==> src/rtl/dbg_watch_pkg.sv <==
package dbg_watch_pkg;

    localparam int N_IADDR  = 4;
    localparam int N_LADDR  = 2;
    localparam int N_LDATA  = 2;
    localparam int NUM_CMP  = N_IADDR + N_LADDR + N_LDATA;
    localparam int NUM_PAIR = NUM_CMP / 2;
    localparam int N_IPAIR  = N_IADDR / 2;
    localparam int PAIR_LA  = N_IPAIR;
    localparam int PAIR_LD  = N_IPAIR + N_LADDR / 2;
    localparam int NUM_CH   = 2;

    typedef enum logic [1:0] {
        CMP_EQ = 2'd0,
        CMP_NE = 2'd1,
        CMP_GT = 2'd2,
        CMP_LT = 2'd3
    } cmp_cond_e;

    typedef enum logic [1:0] {
        PAIR_OFF = 2'd0,
        PAIR_ONE = 2'd1,
        PAIR_IN  = 2'd2,
        PAIR_OUT = 2'd3
    } pair_mode_e;

    typedef struct packed {
        logic [NUM_CH-1:0] wp;
        logic [NUM_CH-1:0] bp;
    } out_regs_t;

endpackage

==> src/rtl/dbg_cmp.sv <==
module dbg_cmp
    import dbg_watch_pkg::*;
#(
    parameter int W = 32
) (
    input  logic [W-1:0] val_i,
    input  logic [W-1:0] ref_i,
    input  logic [1:0]   cond_i,
    output logic         hit_o
);

    always_comb begin
        unique case (cmp_cond_e'(cond_i))
            CMP_EQ:  hit_o = (val_i == ref_i);
            CMP_NE:  hit_o = (val_i != ref_i);
            CMP_GT:  hit_o = (val_i >  ref_i);
            default: hit_o = (val_i <  ref_i);
        endcase
    end

endmodule

==> src/rtl/dbg_pair.sv <==
module dbg_pair
    import dbg_watch_pkg::*;
(
    input  logic       a_i,
    input  logic       b_i,
    input  logic [1:0] mode_i,
    output logic       term_o
);

    always_comb begin
        unique case (pair_mode_e'(mode_i))
            PAIR_OFF: term_o = 1'b0;
            PAIR_ONE: term_o = a_i;
            PAIR_IN:  term_o = a_i & b_i;
            default:  term_o = ~(a_i & b_i);
        endcase
    end

endmodule

==> src/rtl/dbg_evcount.sv <==
module dbg_evcount #(
    parameter int CNT_W = 16
) (
    input  logic             clk,
    input  logic             rst_n,
    input  logic             watch_i,
    input  logic             allow_i,
    input  logic             count_en_i,
    input  logic             load_i,
    input  logic [CNT_W-1:0] preset_i,
    output logic             fire_o,
    output logic [CNT_W-1:0] count_o
);

    typedef struct packed {
        logic [CNT_W-1:0] cnt;
    } cnt_state_t;

    cnt_state_t state_d, state_q;
    logic       fire_d;
    logic       permitted;

    assign permitted = watch_i & allow_i;

    always_comb begin
        state_d = state_q;
        fire_d  = 1'b0;
        if (load_i) begin
            state_d.cnt = preset_i;
        end
        if (!count_en_i) begin
            fire_d = permitted;
        end else if (!load_i && permitted) begin
            if (state_q.cnt <= CNT_W'(1)) begin
                fire_d      = 1'b1;
                state_d.cnt = '0;
            end else begin
                state_d.cnt = state_q.cnt - CNT_W'(1);
            end
        end
    end

    always_ff @(posedge clk or negedge rst_n) begin
        if (!rst_n) begin
            state_q <= '0;
        end else begin
            state_q <= state_d;
        end
    end

    assign fire_o  = fire_d;
    assign count_o = state_q.cnt;

endmodule

==> src/rtl/dbg_watch_unit.sv <==
module dbg_watch_unit
    import dbg_watch_pkg::*;
#(
    parameter int VAL_W = 32,
    parameter int CNT_W = 16
) (
    input  logic                     clk,
    input  logic                     rst_n,
    input  logic                     ifetch_vld_i,
    input  logic [VAL_W-1:0]         ifetch_addr_i,
    input  logic                     ls_vld_i,
    input  logic [VAL_W-1:0]         ls_addr_i,
    input  logic [VAL_W-1:0]         ls_data_i,
    input  logic                     ri_i,
    input  logic                     nonmask_i,
    input  logic [NUM_CMP*VAL_W-1:0] cmp_ref_i,
    input  logic [2*NUM_CMP-1:0]     cmp_cond_i,
    input  logic [2*NUM_PAIR-1:0]    pair_mode_i,
    input  logic [NUM_CH-1:0]        cnt_en_i,
    input  logic [NUM_CH-1:0]        cnt_load_i,
    input  logic [CNT_W-1:0]         cnt_preset_i,
    output logic [NUM_CH-1:0]        wp_o,
    output logic [NUM_CH-1:0]        bp_o
);

    localparam int LS_FIRST = N_IADDR;
    localparam int LD_FIRST = N_IADDR + N_LADDR;

    logic [NUM_CMP-1:0]               cmp_hit;
    logic [NUM_PAIR-1:0]              pair_term;
    logic [NUM_CH-1:0]                watch;
    logic [NUM_CH-1:0]                fire;
    logic [NUM_CH-1:0][CNT_W-1:0]     cnt_val;
    logic                             allow;
    logic                             la_off;
    logic                             ld_off;
    out_regs_t                        out_d, out_q;

    // Comparator bank: operand source chosen by position
    for (genvar g = 0; g < NUM_CMP; g++) begin : g_cmp
        logic [VAL_W-1:0] operand;
        if (g < LS_FIRST) begin : g_if
            assign operand = ifetch_addr_i;
        end else if (g < LD_FIRST) begin : g_la
            assign operand = ls_addr_i;
        end else begin : g_ld
            assign operand = ls_data_i;
        end
        dbg_cmp #(.W(VAL_W)) u_cmp (
            .val_i  (operand),
            .ref_i  (cmp_ref_i[g*VAL_W +: VAL_W]),
            .cond_i (cmp_cond_i[2*g +: 2]),
            .hit_o  (cmp_hit[g])
        );
    end

    // AND stage: comparator pairs
    for (genvar p = 0; p < NUM_PAIR; p++) begin : g_pair
        dbg_pair u_pair (
            .a_i    (cmp_hit[2*p]),
            .b_i    (cmp_hit[2*p+1]),
            .mode_i (pair_mode_i[2*p +: 2]),
            .term_o (pair_term[p])
        );
    end

    // OR stage for fetch, qualified AND for load/store
    assign la_off = (pair_mode_i[2*PAIR_LA +: 2] == PAIR_OFF);
    assign ld_off = (pair_mode_i[2*PAIR_LD +: 2] == PAIR_OFF);

    always_comb begin
        watch[0] = ifetch_vld_i & (|pair_term[N_IPAIR-1:0]);
        watch[1] = ls_vld_i & ~(la_off & ld_off)
                 & (la_off | pair_term[PAIR_LA])
                 & (ld_off | pair_term[PAIR_LD]);
    end

    assign allow = ri_i | nonmask_i;

    for (genvar c = 0; c < NUM_CH; c++) begin : g_ch
        dbg_evcount #(.CNT_W(CNT_W)) u_cnt (
            .clk        (clk),
            .rst_n      (rst_n),
            .watch_i    (watch[c]),
            .allow_i    (allow),
            .count_en_i (cnt_en_i[c]),
            .load_i     (cnt_load_i[c]),
            .preset_i   (cnt_preset_i),
            .fire_o     (fire[c]),
            .count_o    (cnt_val[c])
        );
    end

    always_comb begin
        out_d    = out_q;
        out_d.wp = watch;
        out_d.bp = fire;
    end

    always_ff @(posedge clk or negedge rst_n) begin
        if (!rst_n) begin
            out_q <= '0;
        end else begin
            out_q <= out_d;
        end
    end

    assign wp_o = out_q.wp;
    assign bp_o = out_q.bp;

endmodule

==> config.mk <==
export PLATFORM = sky130hd
export DESIGN_NAME = dbg_watch_unit
export DESIGN_NICKNAME = d
export VERILOG_FILES = /design/src/rtl/dbg_watch_pkg.sv /design/src/rtl/dbg_cmp.sv /design/src/rtl/dbg_pair.sv /design/src/rtl/dbg_evcount.sv /design/src/rtl/dbg_watch_unit.sv
export SDC_FILE = /design/constraint.sdc
export NUM_CORES = 1
export LEC_CHECK = 0
export BUFFER_PORTS_ARGS = -buffer_cell sky130_fd_sc_hd__buf_4
export CAP_MARGIN = 15
export CORE_AREA = 2 2 157 159
export CTS_BUF_LIST = sky130_fd_sc_hd__clkbuf_16
export DETAILED_ROUTE_END_ITERATION = 6
export DIE_AREA = 0 0 159 161
export HOLD_SLACK_MARGIN = 0.05
export PLACE_DENSITY = 0.69
export RECOVER_POWER = 25
export REMOVE_ABC_BUFFERS = 1
export SKIP_CTS_REPAIR_TIMING = 1
export SLEW_MARGIN = 10
export SYNTH_ARGS = -nofsm -noshare
export SYNTH_HDL_FRONTEND = slang
export SYNTH_HIERARCHICAL = 1
export SYNTH_SLANG_ARGS = --single-unit
==> constraint.sdc <==
create_clock -name clk -period 2.8 [get_ports clk]
set_clock_uncertainty 0.05 [all_clocks]
set_input_delay 0.28 -clock clk [delete_from_list [all_inputs] [get_ports clk]]
set_output_delay 0.28 -clock clk [all_outputs]
set_load 0.01 [all_outputs]
==> impl_metrics.ini, run 1 <==
[detailed_routing]
wl_per_cell_um = 17.5
firstDrtPassIters = 4
num_vias = 10850
wirelength_um = 36900
drtIter0Drc = 477
viasPerCell = 5.14
drc = 0
ant_nets = 0

[setup_path]
r2r_cells = 7
r2r_end = g_ch[1].u_cnt/count_o[10]
cp-end-kind = flop
crit_chain = buf_8, buf_6, ha_4, nand4_1, nor4_4, buf_4, a21boi_2, o31a_1, mux2i_1, o211ai_1, nand2_1, nand3_1, nand3_1, o21a_1, and3_4, buf_4, nand2_2, or3_1, xor2_1, a211oi_1
critPathLaunchType = primary input
r2r-start = g_ch[1].u_cnt/count_o[0]
crit_arrival_ps = 3710
r2r_slack_ps = 660
cp.required_ps = 2930
cp_slowest_cell = nor4_4
slowest_delay_ps = 360
crit_type = in2reg
worstPathMaxFanout = 7

[global_routing]
grt_pass1_wl_um = 55700
grt_overflow = 0
track_usage = 0.271
grt_pass1_vias = 11143
antenna_found_initial = 3
grt_max_degree = 37

[floorplanning]
rows = 57
start_util = 0.397
fp.dieH_um = 161
dieArea_um2 = 25600
num_io_pins = 406
die_x_um = 159
core_area_um2 = 24000

[logic_synthesis]
yosys.cell_types.count = 49
syn_area_um2 = 9510
synthTopCellsByArea = ha_1, inv_1, dfrtp_1
synth_cells = 1248
ys_ff_latch = 36
async_reset_ff_frac = 1.00
synth_flop_cell = dfrtp_1
yosysSeqAreaShare = 0.0948
yosysWarningCount = 6
yosys.area.top_type = ha_1
postSynthAreaPerCell_um2 = 7.62
synth-edff-count = 0
synth_top_area_share = 0.342

[clocking]
clock_tree.root_cell = clkbuf_16
clock-sinks = 36
path_clk_slew_ps = 60
cts_buffers = 5
cts_buffer_depth = 2
clkLatencyLatePin_ps = 280
cts_tree = built
htreeDepth = 2

[sta]
finalSetupViolations = 34
rsz0062_at_grt = true
timing.fmax_mhz = 280
tns_ps = -20140
drv_slew = 0
holdWs_ps = 156
layout_setup_ws_ps = -776
max_slew_margin = 0.368
post-route-period-util = 1.28
period_minus_slack_ps = 3580
worst_pin_slew_ps = 948
hold_viol = 0

[cells_and_area]
multi_input_area_um2 = 8300
drive_above_1_share = 0.391
mostFrequentLayoutCells = buf_4, inv_1, ha_1, nand2_1, a21oi_1
nNetsFinal = 2443
n_fill_cell = 2157
area_delta_synth_final_pct = 57.4
fin_cells = 2109
final_common_cell = buf_4
register_area_um2 = 901
finalCoreUtilization = 0.624

[status]
violations = setup timing
outcome = finished with violations

[place]
place_inst = 2084
place.gp.congestion = 1.01
port_buffers = 405
dp_hpwl_um = 32100

[hold_path]
hold_class = in2reg
hold_start = cnt_en_i[1]
whs_endpoint = bp_o[1]
whs_path_depth = 2

[pwr]
power.total_uw = 3200
p_leak_uw = 0.00809
powerDensity_nw_per_um2 = 214
vdd_drop_max_v = 0.000266

[job]
maxCapViolations = 0
## kinds of logic (layout without fill, tap and decap cells)
| logic type | Yosys count | after routing | synth area share |
|---|---|---|---|
| buffers and inverters | 288 | 822 | 0.114 |
| adder cells (fa/ha/maj) | 260 | 260 | 0.342 |
| multiplexers | 22 | 22 | 0.0232 |
| AO/OA/AOI/OAI | 231 | 231 | 0.159 |
| flip-flops | 36 | 36 | 0.0948 |
| AND/OR/NAND/NOR | 385 | 385 | 0.243 |
| XOR/XNOR | 26 | 26 | 0.0240 |
| other | 0 | 3 | 0 |
## metal layers
layer / global-route usage / share of wire
met5: 0 / 0
met4: 0.0822 / 0.032
met3: 0.0485 / 0.060
met2: 0.534 / 0.52
met1: 0.293 / 0.39
## metrics by stage
step | worst slack [ps] | cell area, um2
2_1_floorplan | -896 | 9460
3_3_place_gp | -1350 | 13800
3_5_place_dp | -1390 | 13800
4_1_cts | -1100 | 14000
5_1_grt | -975 | 15000
6_report | -776 | 15000
## cell type report
type	instances	area share
inverter	278	0.0703
antenna	3	0.000502
tap	324	0.0271
multi-input combinational	924	0.555
clock buffer	5	0.00837
timing repair buffer	536	0.276
clock inverter	3	0.00259
sequential	36	0.0602
## how the worst max path moves through the flow
stage,to,start
2_1_floorplan,bp_o[1],cmp_ref_i[223]
4_1_cts,g_ch[0].u_cnt/count_o[6],ifetch_addr_i[13]
3_5_place_dp,g_ch[0].u_cnt/count_o[6],ifetch_addr_i[14]
5_1_grt,g_ch[0].u_cnt/count_o[6],ifetch_addr_i[13]
6_report,g_ch[0].u_cnt/count_o[6],ifetch_addr_i[10]
3_3_place_gp,g_ch[0].u_cnt/count_o[10],ifetch_addr_i[14]
## Yosys cell counts, types with 3 or more instances
cell and number:
and2_0 8, and2b_1 8, and4_1 24, a211oi_1 14, inv_1 278, dfrtp_1 36
a221o_1 16, a21oi_1 90, ha_1 260, nand4_2 8, o211ai_1 10, or2b_2 8
nor2_1 71, or3_1 4, buf_2 4, nand2_1 96, and3_1 10, nor3b_1 10
nor4_4 4, nand3b_1 14, and2_1 8, and3_2 8, o21ai_0 34, nor2b_1 8
nand4b_1 6, nand3_1 18, a21o_1 16, nor4_1 10, a21boi_0 8, nor3_1 8
clkbuf_1 4, xor2_1 14, xnor2_1 12, a21oi_2 8, a211oi_2 6, nand4_1 36
o31a_1 8, nor4_2 12, o21bai_1 3, mux2i_1 22, o2111ai_1 8, o21ai_1 8
## registers in the layout, summed over array words and instances, names as in the netlist
register and flops:
bp_o 2, g_ch.u_cnt/count_o 32, wp_o 2
## worst max-delay path, delay by kind of cell
kind                     cells  cell delay [ps]
XOR/XNOR                     1              160
AO/OA/AOI/OAI                5              850
buffers and inverters        4              530
multiplexers                 1              190
AND/OR/NAND/NOR              8             1440
adder cells (fa/ha/maj)      1              250
## report_power, final
group | switching (uW) | leakage, uW | total (uW) | internal [uW]
clock | 222 | 0.0000850 | 637 | 415
combinational | 890 | 0.00759 | 1920 | 1030
sequential | 73.1 | 0.000421 | 644 | 571
total | 1190 | 0.00809 | 3200 | 2020
Note: power is estimated with default switching activity, not from simulation.
==> run 2, diff against run 1 <==
Settings changed: CORE_AREA 2 2 157 159 to not set, CORE_UTILIZATION set to 40, DIE_AREA 0 0 159 161 to not set, SKIP_CTS_REPAIR_TIMING 1 to not set.
==> run 2 against run 1 <==
The run ends with DRC, setup timing left. Hold slack gained 21 ps. Non-clock buffer count grew 10. Utilization grew 3.4 points. Sequential share of layout area shrank 0.17 points. Die area shrank 4.7%. Final area grew 3.0%. Final cell count grew 0.52%. Worst setup slack gained 49 ps. First-iteration DRC count grew 2.1%.
==> impl_metrics.ini, run 2 (synthesis gave the netlist of run 1 again) <==
[status]
outcome = finished with violations
violations = DRC, setup timing

[floorplanning]
die_x_um = 156
num_io_pins = 406
fp.dieH_um = 156
dieArea_um2 = 24400
rows = 56
core_area_um2 = 23400
start_util = 0.406

[cells_and_area]
area_delta_synth_final_pct = 62.0
drive_above_1_share = 0.413
final_common_cell = buf_4
fin_cells = 2120
nNetsFinal = 2454
mostFrequentLayoutCells = buf_4, inv_1, ha_1, a21oi_1, nand2_1
fin_area_um2 = 15400
largest_reg_flops = 32

[detailed_routing]
drtIter0Drc = 487
wirelength_um = 37500
ant_nets = 0
wl_per_cell_um = 17.7
viasPerCell = 5.19
num_vias = 11003
drc = 2
firstDrtPassIters = 7

[clocking]
clock-sinks = 36
cts_tree = built
htreeDepth = 2
cts_buffers = 5
clkLatencyLatePin_ps = 280
clock_tree.root_cell = clkbuf_16
cts_buffer_depth = 2
path_clk_slew_ps = 60

[sta]
timing.fmax_mhz = 284
finalSetupViolations = 35
layout_setup_ws_ps = -727
worst_pin_slew_ps = 968
rsz0062_at_grt = true
max_slew_margin = 0.355
post-route-period-util = 1.26
period_minus_slack_ps = 3530
drv_slew = 0
hold_viol = 0

[job]
maxCapViolations = 0

[global_routing]
track_usage = 0.290
grt_max_degree = 37
antenna_found_initial = 8
grt_overflow = 0
grt_pass1_vias = 11110
grt_pass1_wl_um = 55200

[hold_path]
hold_class = in2reg
whs_path_depth = 2

[pwr]
vdd_drop_max_v = 0.000226
powerDensity_nw_per_um2 = 209
p_leak_uw = 0.00813

[setup_path]
cp.required_ps = 2930
critPathLaunchType = primary input
crit_arrival_ps = 3650
worstPathMaxFanout = 6
crit_type = in2reg
r2r_cells = 7
cp-end-kind = flop

[place]
port_buffers = 405
place.gp.congestion = 0.971
place_inst = 2073
dp_hpwl_um = 31300
place_area_um2 = 13700
-- run 2: changes by cell type in the layout (fill, tap and decap cells not counted), sizes merged --
cell      before  now
clkinvlp       0    1
diode          3    8
and3          18   19
bufinv         1    0
buf          534  544
-- run 2: what timing repair did --
item                                    CTS  global route
gates cloned                              2             0
gates resized for setup                 108           107
endpoints found under the setup margin   35            36
endpoints found under the hold margin    36             0
pin swaps                                77            63
buffers inserted                         16            17
hold buffers                              1             0
-- run 2: worst max-delay path, cell delays in order --
cell	delay, ps
buf_4	130
ha_1	300
nand4_1	170
nor4_2	320
a21boi_1	200
o31a_1	170
mux2i_1	190
o211ai_1	180
nand3b_1	220
nand3_2	80
o21bai_4	110
o2111a_2	250
and3_4	230
nand2_2	60
or3_1	360
xor2_1	160
a211oi_1	240
-- run 2: final timing paths --
check	to	from	slack [ps]
max	g_ch[1].u_cnt/count_o[6]	ls_data_i[11]	-730
min	bp_o[1]	cnt_en_i[1]	180
max reg2reg	g_ch[0].u_cnt/count_o[10]	g_ch[0].u_cnt/count_o[1]	590
min reg2reg	g_ch[1].u_cnt/count_o[15]	g_ch[1].u_cnt/count_o[15]	550
max in group asynchronous	g_ch[1].u_cnt/count_o[14]	rst_n	1460
min in group asynchronous	g_ch[0].u_cnt/count_o[12]	rst_n	640
-- run 2: layer usage --
metal / track usage / up-vias / routed length [um]
met3: 0.0631 / 112 / 2690
met1: 0.297 / 5008 / 13900
met5: 0 / - / 0
li1: - / 5457 / -
met4: 0.155 / 0 / 2070
met2: 0.545 / 426 / 18900
-- run 2: where the power goes --
part / leakage [uW] / internal (uW) / switching, uW / total (uW)
Sequential: 0.000421 / 571 / 71.5 / 642
Clock: 0.0000687 / 323 / 222 / 545
Combinational: 0.00764 / 1100 / 943 / 2040
Total: 0.00813 / 1990 / 1240 / 3230
-- run 2: through the flow --
stage	hold WS [ps]	worst slack, ps	utilization	setup TNS, ps	total power, uW
3_5_place_dp	234	-1310	0.587	-39490	2400
5_1_grt	186	-965	0.658	-27840	3480
4_1_cts	178	-668	0.627	-18420	3070
3_3_place_gp	222	-1240	0.587	-38030	2350
2_1_floorplan	-65.6	-896	-	-25930	1470
6_report	177	-727	0.658	-20550	3230
-- run 2: area by class of cell --
class / count / area [um2]
Multi-Input combinational cell: 925 / 8600
Timing Repair Buffer: 546 / 4280
Antenna cell: 8 / 20.0
Inverter: 278 / 1060
Fill cell: 2014 / 8000
Tap cell: 319 / 399
Clock buffer: 5 / 125
Sequential cell: 36 / 901
Clock inverter: 3 / 15.0
==> run 3, diff against run 2 <==
Settings changed: PLACE_DENSITY 0.69 to 0.8, SKIP_CTS_REPAIR_TIMING set to 1.
==> run 3 against run 2 <==
The run ends with DRC, capacitance limit, slew limit, setup timing left. Maximum frequency fell by 0.37%. Final area shrank 0.64%. First-iteration DRC count grew 27%. Global-route usage decreased by 1.7 points.
==> impl_metrics.ini, run 3 (synthesis gave the netlist of run 1 again) <==
[detailed_routing]
drc = 1
drtIter0Drc = 620
ant_nets = 0
wirelength_um = 37900
viasPerCell = 5.37
wl_per_cell_um = 18.1
num_vias = 11263
firstDrtPassIters = 7

[pwr]
clockPowerShare = 0.166
p_leak_uw = 0.00805
seqPwrFrac = 0.200
comb_power_share = 0.635
internal-power_uw = 1980
switching_share = 0.386
vdd_drop_max_v = 0.000197
powerDensity_nw_per_um2 = 211
p_sw_uw = 1250

[floorplanning]
dieArea_um2 = 24400
start_util = 0.406
rows = 56
core_area_um2 = 23400
num_io_pins = 406
die_x_um = 156
fp.dieH_um = 156

[global_routing]
use_met1 = 0.302
met3_usage = 0.0425
grt_max_degree = 37
use_met2 = 0.511
antenna_found_initial = 2
grt_overflow = 0
top_usage_layer = met2
grt_pass1_wl_um = 52900
grt_pass1_vias = 11041
track_usage = 0.273

[sta]
period_minus_slack_ps = 3540
hold_viol = 0
layout_setup_ws_ps = -740
max_slew_margin = -0.337
rsz0062_at_grt = true
worst_pin_slew_ps = 2010
timing.fmax_mhz = 282
finalSetupViolations = 34
holdWs_ps = 159
drv_slew = 37
post-route-period-util = 1.26

[setup_path]
crit_arrival_ps = 3690
cp.required_ps = 2950
worstPathMaxFanout = 7
cp-end-kind = flop
critPathTopFamily = simple AND/OR/NAND/NOR gates
cp_num_buf_inv = 3
critPathLaunchType = primary input
r2r-start = g_ch[0].u_cnt/count_o[0]
slowest_delay_ps = 370
critPathLaunch = cmp_ref_i[155]
crit_type = in2reg
crit_chain = buf_4, inv_2, ha_4, nand4_1, nor4_4, buf_4, and4_4, o31a_1, mux2i_1, o211ai_1, nand3b_1, nand3_1, o2111a_1, and3_4, nand4_1, nor4_2, xnor2_1, a211oi_2
cp_slowest_cell = nor4_4

[cells_and_area]
mostFrequentLayoutCells = buf_4, inv_1, ha_1, nand2_1, a21oi_1
drive_above_1_share = 0.416
final_common_cell = buf_4
largest_reg_flops = 32
fin_area_um2 = 15300
area_delta_synth_final_pct = 61.0
finalCoreUtilization = 0.654
nNetsFinal = 2438

[hold_path]
hold_start = cnt_en_i[0]
hold_class = in2reg

[clocking]
clkLatencyLatePin_ps = 290
clock_tree.root_cell = clkbuf_16
cts_buffer_depth = 2
clock-sinks = 36
cts_tree = built
path_clk_slew_ps = 60
cts_buffers = 5
htreeDepth = 2

[status]
outcome = finished with violations
violations = DRC, capacitance limit, slew limit, setup timing

[job]
maxCapViolations = 1

[place]
dp_hpwl_um = 31000
port_buffers = 405
place.gp.congestion = 0.905
place_area_um2 = 13700
## run 3: path summary, 6_finish.rpt
| check | end | slack [ps] | depth (start not counted) |
|---|---|---|---|
| min in group asynchronous | g_ch[0].u_cnt/count_o[12] | 1060 | 2 |
| max in group asynchronous | g_ch[1].u_cnt/count_o[4] | 480 | 2 |
| worst min register to register | g_ch[1].u_cnt/count_o[15] | 560 | 2 |
| worst max register to register | g_ch[0].u_cnt/count_o[6] | 450 | 7 |
| worst min-delay path | bp_o[0] | 160 | 2 |
| worst max-delay path | g_ch[1].u_cnt/count_o[13] | -740 | 18 |
## run 3: routing by layer
metal	share of wire	vias up
met1	0.38	5195
met3	0.066	136
met2	0.50	507
met4	0.055	0
met5	0	-
li1	-	5425
## run 3: worst reg2reg max path, stage by stage (launching register included)
cell	delay, ps
dfrtp_1	440
inv_1	140
ha_1	320
nor3b_2	490
nand2_4	90
or3_4	380
xor2_1	140
a211oi_1	210
## run 3: final cells by class
cell class,count,area [um2]
multi-input combinational,924,8690
fill,1877,8100
timing repair buffer,531,4120
inverter,278,1050
sequential,36,901
tap,319,399
clock buffer,5,125
clock inverter,2,8.76
antenna,2,5.00
## run 3: per-stage QoR
step	power (uW)	cells	TNS, ps	setup slack (ps)
floorplan	1470	1238	-25930	-896
global placement	2340	2072	-35920	-1230
detailed placement	2400	2072	-38030	-1270
CTS	2930	2079	-28340	-1000
global route	3460	2096	-24250	-904
finish	3230	2097	-18940	-740
## run 3: power groups by stage
stage	combinational, uW	clock [uW]	sequential (uW)
after global placement	1690	0	645
final	2050	534	644
after floorplan	828	0	637
after global routing	2250	562	651
after detailed placement	1760	0	646
after CTS	1770	526	638
